$ cat src/rtl/ocpa_pkg.sv
package ocpa_pkg;
    localparam int NCH = 8;
    localparam int AW  = 3;

    localparam logic [AW-1:0] A_SEL   = 3'd0;
    localparam logic [AW-1:0] A_TOV   = 3'd1;
    localparam logic [AW-1:0] A_MASK  = 3'd2;
    localparam logic [AW-1:0] A_DATA  = 3'd3;
    localparam logic [AW-1:0] A_ACTLO = 3'd4;
    localparam logic [AW-1:0] A_ACTHI = 3'd5;
    localparam logic [AW-1:0] A_DIS   = 3'd6;

    typedef enum logic [1:0] {
        ACT_NONE   = 2'b00,
        ACT_TOGGLE = 2'b01,
        ACT_CLEAR  = 2'b10,
        ACT_SET    = 2'b11
    } act_e;

    typedef enum logic [1:0] {
        EV_IDLE,
        EV_OVERRIDE,
        EV_OVERFLOW,
        EV_COMPARE
    } ev_e;
endpackage

$ cat src/rtl/ocpa_regs.sv
module ocpa_regs
    import ocpa_pkg::*;
#(
    parameter int NUM_CH = 6
) (
    input  logic              clk,
    input  logic              rst_n,
    input  logic              wr_en,
    input  logic [AW-1:0]     wr_addr,
    input  logic [NCH-1:0]    wr_data,
    input  logic [AW-1:0]     rd_addr,
    output logic [NCH-1:0]    rd_data,
    output logic [NCH-1:0]    sel_q,
    output logic [NCH-1:0]    tov_q,
    output logic [NCH-1:0]    mask_q,
    output logic [NCH-1:0]    data_q,
    output logic [2*NCH-1:0]  act_q,
    output logic [NCH-1:0]    dis_q
);
    localparam int unsigned    IMPL_I = (1 << NUM_CH) - 1;
    localparam logic [NCH-1:0] IMPL   = IMPL_I[NCH-1:0];

    function automatic logic [2*NCH-1:0] pair_mask();
        logic [2*NCH-1:0] m;
        for (int k = 0; k < NCH; k++) m[2*k +: 2] = (k < NUM_CH) ? 2'b11 : 2'b00;
        return m;
    endfunction

    localparam logic [2*NCH-1:0] AIMPL = pair_mask();

    always_ff @(posedge clk or negedge rst_n) begin
        if (!rst_n) begin
            sel_q  <= '0;
            tov_q  <= '0;
            mask_q <= '0;
            data_q <= '0;
            act_q  <= '0;
            dis_q  <= '0;
        end else if (wr_en) begin
            unique case (wr_addr)
                A_SEL:   sel_q  <= wr_data & IMPL;
                A_TOV:   tov_q  <= wr_data & IMPL;
                A_MASK:  mask_q <= wr_data & IMPL;
                A_DATA:  data_q <= wr_data & IMPL;
                A_ACTLO: act_q[NCH-1:0]     <= wr_data & AIMPL[NCH-1:0];
                A_ACTHI: act_q[2*NCH-1:NCH] <= wr_data & AIMPL[2*NCH-1:NCH];
                A_DIS:   dis_q  <= wr_data & IMPL;
                default: ;
            endcase
        end
    end

    always_comb begin
        unique case (rd_addr)
            A_SEL:   rd_data = sel_q;
            A_TOV:   rd_data = tov_q;
            A_MASK:  rd_data = mask_q;
            A_DATA:  rd_data = data_q;
            A_ACTLO: rd_data = act_q[NCH-1:0];
            A_ACTHI: rd_data = act_q[2*NCH-1:NCH];
            A_DIS:   rd_data = dis_q;
            default: rd_data = '0;
        endcase
    end
endmodule

$ cat src/rtl/ocpa_chan.sv
module ocpa_chan
    import ocpa_pkg::*;
(
    input  logic       clk,
    input  logic       rst_n,
    input  logic       sel,
    input  logic       tov_en,
    input  logic       mask,
    input  logic       odata,
    input  logic [1:0] act,
    input  logic       dis,
    input  logic       ovr_evt,
    input  logic       ovf,
    input  logic       match,
    input  logic       frc,
    output logic       pin,
    output logic       oe
);
    ev_e  ev;
    act_e code;
    logic pin_q, pin_nxt;

    assign code = act_e'(act);

    always_comb begin
        if (!sel)                                             ev = EV_IDLE;
        else if (ovr_evt && mask)                             ev = EV_OVERRIDE;
        else if (ovf && tov_en)                               ev = EV_OVERFLOW;
        else if ((match || frc) && !mask && code != ACT_NONE) ev = EV_COMPARE;
        else                                                  ev = EV_IDLE;
    end

    always_comb begin
        pin_nxt = pin_q;
        unique case (ev)
            EV_IDLE:     pin_nxt = pin_q;
            EV_OVERRIDE: pin_nxt = odata;
            EV_OVERFLOW: pin_nxt = ~pin_q;
            EV_COMPARE: begin
                unique case (code)
                    ACT_NONE:   pin_nxt = pin_q;
                    ACT_TOGGLE: pin_nxt = ~pin_q;
                    ACT_CLEAR:  pin_nxt = 1'b0;
                    ACT_SET:    pin_nxt = 1'b1;
                endcase
            end
        endcase
    end

    always_ff @(posedge clk or negedge rst_n) begin
        if (!rst_n) pin_q <= 1'b0;
        else        pin_q <= pin_nxt;
    end

    assign pin = pin_q;
    assign oe  = sel && !dis && ((code != ACT_NONE) || mask);
endmodule

$ cat src/rtl/ocpa_top.sv
module ocpa_top
    import ocpa_pkg::*;
#(
    parameter int NUM_CH = 6
) (
    input  logic          clk,
    input  logic          rst_n,
    input  logic          wr_en,
    input  logic [2:0]    wr_addr,
    input  logic [7:0]    wr_data,
    input  logic [2:0]    rd_addr,
    output logic [7:0]    rd_data,
    input  logic          ovf_i,
    input  logic [7:0]    match_i,
    input  logic [7:0]    force_i,
    output logic [7:0]    pin_o,
    output logic [7:0]    oe_o
);
    localparam int OVR = NUM_CH - 1;

    logic [NCH-1:0]   sel_q, tov_q, mask_q, data_q, dis_q;
    logic [2*NCH-1:0] act_q;
    logic             ovr_evt;

    ocpa_regs #(.NUM_CH(NUM_CH)) u_regs (
        .clk(clk), .rst_n(rst_n), .wr_en(wr_en), .wr_addr(wr_addr), .wr_data(wr_data),
        .rd_addr(rd_addr), .rd_data(rd_data), .sel_q(sel_q), .tov_q(tov_q),
        .mask_q(mask_q), .data_q(data_q), .act_q(act_q), .dis_q(dis_q)
    );

    assign ovr_evt = sel_q[OVR] && (match_i[OVR] || force_i[OVR]);

    for (genvar k = 0; k < NCH; k++) begin : g_ch
        if (k < NUM_CH) begin : g_on
            ocpa_chan u_chan (
                .clk(clk), .rst_n(rst_n), .sel(sel_q[k]), .tov_en(tov_q[k]),
                .mask(mask_q[k]), .odata(data_q[k]), .act(act_q[2*k +: 2]),
                .dis(dis_q[k]), .ovr_evt(ovr_evt), .ovf(ovf_i),
                .match(match_i[k]), .frc(force_i[k]), .pin(pin_o[k]), .oe(oe_o[k])
            );
        end else begin : g_off
            assign pin_o[k] = 1'b0;
            assign oe_o[k]  = 1'b0;
        end
    end
endmodule

$ cat config.mk
export PLATFORM = sky130hd
export DESIGN_NAME = ocpa_top
export DESIGN_NICKNAME = d
export VERILOG_FILES = /design/src/rtl/ocpa_pkg.sv /design/src/rtl/ocpa_regs.sv /design/src/rtl/ocpa_chan.sv /design/src/rtl/ocpa_top.sv
export SDC_FILE = /design/constraint.sdc
export NUM_CORES = 1
export LEC_CHECK = 0
export BUFFER_PORTS_ARGS = -buffer_cell sky130_fd_sc_hd__buf_4
export CAP_MARGIN = 20
export CORE_MARGIN = 8
export CORE_UTILIZATION = 44
export DETAILED_ROUTE_END_ITERATION = 10
export PLACE_DENSITY = 0.77
export SYNTH_ARGS = -nofsm -noshare
export SYNTH_HDL_FRONTEND = slang
export SYNTH_SLANG_ARGS = --single-unit
$ cat constraint.sdc
create_clock -name clk -period 1.7 [get_ports clk]
set_input_delay 0.17 -clock clk [delete_from_list [all_inputs] [get_ports clk]]
set_output_delay 0.17 -clock clk [all_outputs]
set_load 0.005 [all_outputs]
==> flow_summary.toml, run 1 <==
[run_status]
status = "finished with violations"
violations = "setup timing"

[min_path]
min_path_type = "in -> reg"
whs_path_depth = 3
min_to = "u_regs.act_q[7]"
hp-start = "wr_data[7]"

[cts]
clkTransAtPathRegs_ps = 90
htreeDepth = 2
cts_tree = "built"
cts_num_sinks = 48
numCtsBuffers = 5
clockBufferDepth = 2
clk_root_buffer_cell = "clkbuf_8"
clk_latency_ps = 310

[timing]
timing.hold.ws_ps = 66.7
min_period_ps = 1720
worst_slew_pin_slew_ps = 612
slew_headroom = 0.592
setup_viol = 1
fmax_ghz = 0.582
final.setup_skew_ps = 8.21
worst_slack_ps = -18.4
final_max_slew_viol_count = 0
finalHoldViolCount = 0
rsz0062_at_grt = "yes"
finalCritPeriodShare = 1.01

[place]
port-buffer-count = 49
place_congestion = 0.812
dpl.hpwl_mm = 5.11
pre_cts_slack_ps = 220
place_area_sq_um = 3170

[setup_path]
crit_buf_inv = 1
worstSetupStartpointType = "flop"
crit_chain = "mux4_2 > mux2_2 > buf_4"
slowest_delay_ps = 460
path_depth = 3
ff2ff_path_depth = 5
crit_arrival_ps = 1550
r2r-end = "g_ch[3].g_on.u_chan.pin"
worstReg2RegStart = "u_regs.mask_q[3]"
critPathSlowestCell = "mux4_2"
end_kind = "output pin"
crit_required_ps = 1530
crit_fanout = 2
worst-setup-path-type = "reg -> out"
rrSetupSlack_ps = 400
critPathTopFamily = "multiplexers"

[die]
die_h_microns = 95.7
die_x_microns = 95.7
ios = 58
start_util = 0.447
die_area_sq_um = 9150
rows = 29
core_sq_um = 6240

[global_routing]
grt_pass1_wl_mm = 11.9
grt_pass1_vias = 2244
antenna_found_initial = 0
grt_overflow = 0
track_usage = 0.169
grt_max_degree = 49

[synth]
syn-cell-area_sq_um = 2790
synth_adder_area_share = 0
async_flop_share = 1.00
synth_top_family_by_area = "multiplexers"
postSynthAreaPerCell_sq_um = 11.0
synth-xor-area-share = 0
synth_ff_type = "dfrtp_1"
synth_edf_count = 0
synthSimpleGateAreaFrac = 0.131
syn_inst = 254
yosysWarnings = 0
ys_seq_area_frac = 0.430
netlist-cell-type-count = 40
synth_compound_area_frac = 0.172
synth-seq-cells = 48
muxShareOfSynthArea = 0.196

[final_layout]
finalNetCount = 342
diodes = 0
design_area_sq_um = 3360
final_cell_mix = "buf_4 (69), dfrtp_1 (48), mux2_2 (41)"
area_growth_pct = 20.3
layout-drive-gt1-share = 0.425
final_common_cell = "buf_4"
finish.utilization = 0.538

[routing]
drc = 0
drt_iter0_markers = 165
wl_per_cell_microns = 19.2
routed_via_density = 5.89
wl_mm = 7.40
ant_nets = 0
dr.pass1.iters = 5
vias = 2269

[power]
p_leak_nw = 1.45
powerDensity_nw_per_um2 = 1110
ir_worst_vdd_uv = 539

[run]
drv_cap = 0
cells in the mapped netlist (all sizes together), types with 2 or more instances:
cell | count | area [sq um]
a21oi | 8 | 40.0
a221oi | 2 | 17.5
a22oi | 3 | 22.5
a32oi | 11 | 96.3
a41o | 5 | 50.1
and2 | 2 | 12.5
buf | 22 | 153
clkbuf | 4 | 15.0
dfrtp | 48 | 1200
inv | 7 | 26.3
mux2 | 41 | 462
mux2i | 4 | 40.0
mux4 | 2 | 45.0
nand2 | 18 | 67.6
nand2b | 6 | 37.5
nand3 | 2 | 10.0
nand3b | 3 | 22.5
nand4b | 3 | 26.3
nor2 | 5 | 18.8
nor2b | 5 | 31.3
nor3 | 9 | 55.1
nor3b | 8 | 76.3
o211ai | 6 | 45.0
o21ai | 10 | 50.0
o21ba | 5 | 50.1
o221ai | 5 | 43.8
o22ai | 2 | 12.5
report_power, final:
part	internal (mW)	leakage, nW	switching, mW
combinational	0.737	0.824	0.511
clock	0.363	0.0503	0.381
sequential	1.42	0.581	0.315
how the worst max path moves through the flow:
| stage | startpoint | endpoint |
|---|---|---|
| 2_1_floorplan | rd_addr[1] | rd_data[5] |
| 3_3_place_gp | rd_addr[1] | rd_data[5] |
| 3_5_place_dp | rd_addr[1] | rd_data[5] |
| 4_1_cts | u_regs.dis_q[5] | rd_data[5] |
| 5_1_grt | u_regs.dis_q[5] | rd_data[5] |
| 6_report | u_regs.dis_q[5] | rd_data[5] |
sequential cells by signal, summed over array words and instances, names as in the netlist:
| register | flops |
|---|---|
| g_ch.g_on.u_chan.pin | 6 |
| u_regs.sel_q | 6 |
| u_regs.data_q | 6 |
| u_regs.mask_q | 6 |
| u_regs.dis_q | 6 |
| u_regs.act_q | 12 |
| u_regs.tov_q | 6 |
area by class of cell:
class | count | area [sq um]
fillers | 572 | 2880
multi-input cells | 176 | 1410
flip-flops and latches | 48 | 1200
repair buffers | 70 | 528
clock buffers | 7 | 96.3
well taps | 77 | 96.3
inverters | 7 | 26.3
metrics by stage:
step                      setup TNS (ps)  power [mW]  instances
final                              -18.4        3.73        385
after global routing               -81.5        3.97        385
after CTS                          -15.9        3.68        378
after detailed placement               0        2.90        366
after global placement                 0        2.85        366
after floorplan                        0        2.52        257
kinds of logic after synthesis:
group | Yosys count
AOI/OAI and AO/OA | 63
buffers and inverters | 33
DFF | 48
muxes | 47
other | 1
and+or+nand+nor | 62
tightest hold or removal path, delay by kind of cell:
kind            cells  cell delay (ps)
buf+inv             1               80
compound gates      1               60
simple gates        1               40
per-layer routing:
layer  wire length, microns  track usage
met1                   3070        0.214
met2                   3650        0.269
met3                    571       0.0409
met4                    113       0.0704
met5                      0            0
what timing repair did:
item                                   CTS  global route
buffers inserted                         4             7
endpoints found under the hold margin   48             0
pin swaps                                0             2
hold buffers                             1             0
setup endpoints to repair                2             4
resized for setup                        0             4
No activity file was read; power rests on OpenSTA's default activity.
==> run 2: changes to the inputs <==
--- a/config.mk
+++ b/config.mk
@@ -5,12 +5,13 @@
 export SDC_FILE = /design/constraint.sdc
 export NUM_CORES = 1
 export LEC_CHECK = 0
+export ABC_AREA = 1
 export BUFFER_PORTS_ARGS = -buffer_cell sky130_fd_sc_hd__buf_4
 export CAP_MARGIN = 20
 export CORE_MARGIN = 8
 export CORE_UTILIZATION = 44
 export DETAILED_ROUTE_END_ITERATION = 10
-export PLACE_DENSITY = 0.77
+export PLACE_DENSITY = 0.78
 export SYNTH_ARGS = -nofsm -noshare
 export SYNTH_HDL_FRONTEND = slang
 export SYNTH_SLANG_ARGS = --single-unit
==> flow_summary.toml, run 2 <==
[cts]
numCtsBuffers = 5
cts_num_sinks = 48
clk_latency_ps = 300
clkTransAtPathRegs_ps = 80
postCtsHoldBufs = 1
cts_resized = 0
clk_root_buffer_cell = "clkbuf_8"
postCtsSetupBuffers = 0
cts_tree = "built"
clockBufferDepth = 2
htreeDepth = 2

[synth]
synth_top_area_frac = 0.436
yosysWarnings = 0
synth.area.top_cells = "dfrtp_1 (44%), nand2_1 (15%), o21ai_1 (7.1%)"
syn-cell-area_sq_um = 2760
synth_commonest_cells = "nand2_1 (110), inv_1 (50), dfrtp_1 (48)"
yosys.area.top_type = "dfrtp_1"
async_flop_share = 1.00
synth.most_common_cell = "nand2_1"
postSynthAreaPerCell_sq_um = 7.12
ys_seq_area_frac = 0.436
synth_edf_count = 0
netlist-cell-type-count = 21
synth_ff_type = "dfrtp_1"
synth-seq-cells = 48
syn_inst = 387

[setup_path]
slowest_delay_ps = 450
crit_end = "oe_o[2]"
path_depth = 4
worstReg2RegStart = "u_regs.sel_q[5]"
ff2ff_path_depth = 5
crit_fanout = 5
critical_path.startpoint = "u_regs.act_q[4]"
crit_required_ps = 1530
critPathTopFamily = "flip-flops"
r2r-end = "g_ch[0].g_on.u_chan.pin"
end_kind = "output pin"
crit_arrival_ps = 1360
rrSetupSlack_ps = 440
crit_buf_inv = 1
crit_chain = "or2_1 > o21ai_0 > nor2_1 > buf_4"
critPathSlowestCell = "dfrtp_1"
worst-setup-path-type = "reg -> out"
worstSetupStartpointType = "flop"

[place]
port-buffer-count = 49
pre_cts_slack_ps = 424
dpl.hpwl_mm = 5.28
place_congestion = 0.924
dp_cells = 494
place_area_sq_um = 3080

[final_layout]
largest_reg_flops = 12
layoutNonFillerInstCount = 503
layout-drive-gt1-share = 0.162
finalNetCount = 459
finish.utilization = 0.513
final_cell_mix = "nand2_1 (110), inv_1 (50), buf_4 (49)"
seq_area_sq_um = 1200
multi_input_area_sq_um = 1210
design_area_sq_um = 3180
area_growth_pct = 15.4
regMostFlops = "u_regs.act_q"
fill_cells = 590
final_common_cell = "nand2_1"
diodes = 0

[routing]
vias = 2623
drc = 0
drt_iter0_markers = 245
wl_mm = 7.24
wl_per_cell_microns = 14.4
routed_via_density = 5.21
dr.pass1.iters = 5
ant_nets = 0

[die]
die_area_sq_um = 9050
die_h_microns = 95.2
ios = 58
core_sq_um = 6200
rows = 29
die_x_microns = 95.2
start_util = 0.444

[global_routing]
track_usage = 0.172
grt_overflow = 0
grt_pass1_wl_mm = 12.3
grt_max_degree = 49
grt_pass1_vias = 2630
antenna_found_initial = 0

[power]
ir_worst_vdd_uv = 541
powerDensity_nw_per_um2 = 1060
p_leak_nw = 1.65

[timing]
final_max_slew_viol_count = 0
fmax_ghz = 0.655
min_period_ps = 1530
finalCritPeriodShare = 0.899
worst_slack_ps = 172
slew_headroom = 0.585
finalHoldViolCount = 0
setup_viol = 0
worst_slew_pin_slew_ps = 623
final.setup_skew_ps = 4.53
rsz0062_at_grt = "no"
tns_ps = 0

[run]
drv_cap = 0

[min_path]
min_path_type = "in -> reg"

[run_status]
status = "complete, no violations"
## run 2: cell types whose count changed after synthesis, sizes merged, moves of 9 or more
cell	previous run	this run
nor3	9	0
nor2	5	38
a32oi	11	0
mux2	41	0
nand3	2	17
nand2	18	113
o21ai	10	56
inv	7	54
## run 2: stage by stage
stage,hold WS [ps],power [mW]
6_report,115,3.38
5_1_grt,148,3.64
4_1_cts,112,3.40
3_5_place_dp,227,2.71
3_3_place_gp,224,2.65
2_1_floorplan,-126,2.36
## run 2: metal layers
metal	wire length (microns)	part of all wire	track usage	vias up
li1	-	-	-	1292
met3	561	0.078	0.0402	14
met5	0	0	0	-
met2	3500	0.48	0.280	103
met1	3000	0.42	0.217	1214
met4	168	0.023	0.0611	0
## run 2: how the worst min path moves through the flow
stage	startpoint	end	slack [ps]	cells past startpoint
after global routing	wr_data[6]	u_regs.act_q[6]	150	3
after floorplan	rst_n	g_ch[0].g_on.u_chan.pin	-130	0
after detailed placement	rst_n	u_regs.dis_q[0]	230	1
after CTS	wr_data[7]	u_regs.act_q[7]	110	3
after global placement	rst_n	u_regs.mask_q[2]	220	1
final	wr_data[7]	u_regs.act_q[7]	120	3
## run 2: worst reg2reg max path, delay by kind of cell (launching register included)
kind,cells,cell delay (ps)
DFF,1,450
and+or+nand+nor,3,560
AOI/OAI and AO/OA,2,130
## run 2: where the power goes
group	internal, mW	switching [mW]	leakage (nW)
registers	1.40	0.268	0.602
logic	0.490	0.533	0.999
clock network	0.332	0.361	0.0455
## run 2: area by class of cell
class,count,share of cell area
clock buffer,8,0.0283
inverter,54,0.0637
multi-input combinational,266,0.381
sequential,48,0.378
tap,77,0.0303
timing repair buffer,50,0.119
## run 2: cell families (layout without fill, tap and decap cells)
| kind of cell | Yosys count | after routing | share of synthesized area |
|---|---|---|---|
| flip-flops | 48 | 48 | 0.436 |
| AND/OR/NAND/NOR | 185 | 185 | 0.288 |
| AO/OA/AOI/OAI | 77 | 77 | 0.147 |
| buffers and inverters | 76 | 112 | 0.128 |
| other | 1 | 4 | 0.00136 |
==> run 3: changes to the inputs <==
--- a/config.mk
+++ b/config.mk
@@ -8,6 +8,7 @@
 export ABC_AREA = 1
 export BUFFER_PORTS_ARGS = -buffer_cell sky130_fd_sc_hd__buf_4
 export CAP_MARGIN = 20
+export CORE_ASPECT_RATIO = 0.7
 export CORE_MARGIN = 8
 export CORE_UTILIZATION = 44
 export DETAILED_ROUTE_END_ITERATION = 10
==> flow_summary.toml, run 3 (synthesized netlist as in run 2, its figures left out) <==
[run_status]
status = "complete, no violations"

[cts]
htreeDepth = 2
clkTransAtPathRegs_ps = 80
cts_tree = "built"
numCtsBuffers = 5
clockBufferDepth = 2
postCtsSetupBuffers = 0
clk_root_buffer_cell = "clkbuf_8"
cts_num_sinks = 48
clk_latency_ps = 300

[routing]
vias = 2605
ant_nets = 0
wl_per_cell_microns = 14.4
dr.pass1.iters = 5
routed_via_density = 5.17
wl_mm = 7.27
drt_iter0_markers = 160
drc = 0

[final_layout]
regMostFlops = "u_regs.act_q"
layout-drive-gt1-share = 0.162
area_growth_pct = 15.5
final_common_cell = "nand2_1"
largest_reg_flops = 12
final_cell_mix = "nand2_1 (110), inv_1 (50), buf_4 (49)"
fill_cells = 583
design_area_sq_um = 3180
diodes = 0
layoutNonFillerInstCount = 504
finalNetCount = 459

[setup_path]
rrSetupSlack_ps = 440
worst-setup-path-type = "reg -> out"
end_kind = "output pin"
worstSetupStartpointType = "flop"
crit_fanout = 5
crit_arrival_ps = 1380
ff2ff_path_depth = 5
crit_required_ps = 1530

[timing]
min_period_ps = 1550
rsz0062_at_grt = "no"
tns_ps = 0
finalHoldViolCount = 0
setup_viol = 0
fmax_ghz = 0.643
final_max_slew_viol_count = 0
finalCritPeriodShare = 0.914
timing.hold.ws_ps = 114
worst_slew_pin_slew_ps = 613
final.setup_skew_ps = 2.00
slew_headroom = 0.591

[place]
dp_cells = 495
place_area_sq_um = 3080
place_congestion = 0.888
port-buffer-count = 49
dpl.hpwl_mm = 5.49

[global_routing]
antenna_found_initial = 0
grt_pass1_wl_mm = 11.8
track_usage = 0.158
grt_max_degree = 49
grt_pass1_vias = 2453
grt_overflow = 0

[die]
die_x_microns = 111
core_sq_um = 6160
start_util = 0.448
ios = 58
die_h_microns = 82.2
die_area_sq_um = 9090
rows = 24

[min_path]
whs_path_depth = 3
min_path_type = "in -> reg"

[power]
p_leak_nw = 1.65
powerDensity_nw_per_um2 = 1060
ir_worst_vdd_uv = 541

[run]
drv_cap = 0
-- run 3: path summary, 6_finish.rpt --
path,startpoint,end
worst min-delay path,wr_data[6],u_regs.act_q[6]
max in group asynchronous,rst_n,u_regs.sel_q[0]
worst max register to register,u_regs.sel_q[5],g_ch[0].g_on.u_chan.pin
min in group asynchronous,rst_n,u_regs.mask_q[3]
worst min register to register,u_regs.data_q[3],u_regs.data_q[3]
worst max-delay path,u_regs.act_q[4],oe_o[2]
-- run 3: report_power, final --
group	switching (mW)	internal [mW]	total (mW)
Clock	0.364	0.332	0.697
Sequential	0.265	1.39	1.66
Combinational	0.541	0.490	1.03
Total	1.17	2.22	3.39
-- run 3: area by class of cell --
type / count / area (sq um) / share of cell area
clock buffers: 8 / 90.1 / 0.0283
well taps: 78 / 97.6 / 0.0307
multi-input cells: 266 / 1210 / 0.381
inverters: 54 / 203 / 0.0637
flip-flops and latches: 48 / 1200 / 0.377
repair buffers: 50 / 378 / 0.119
-- run 3: timing repair --
action,in CTS,in global routing
hold buffers,1,0
gates resized for setup,0,0
hold endpoints to repair,48,0
-- run 3: routing by layer --
layer | global-route usage | up-vias | routed length, microns
met4 | 0.0336 | 0 | 76
met3 | 0.0382 | 8 | 476
met1 | 0.214 | 1212 | 3420
met2 | 0.255 | 91 | 3300
li1 | - | 1294 | -
met5 | 0 | - | 0
-- run 3: worst max-delay path, cell delays in order (launching register included) --
cell	delay (ps)
dfrtp_1	440
or2_1	260
o21ai_0	170
nor2_1	80
buf_4	140
-- run 3: metrics by stage --
| step | setup slack (ps) | utilization | total power, mW |
|---|---|---|---|
| 6_report | 145 | 0.517 | 3.39 |
| 3_3_place_gp | 430 | 0.501 | 2.66 |
| 3_5_place_dp | 416 | 0.501 | 2.71 |
| 5_1_grt | 73.5 | 0.517 | 3.64 |
| 4_1_cts | 164 | 0.517 | 3.40 |
| 2_1_floorplan | 610 | - | 2.36 |
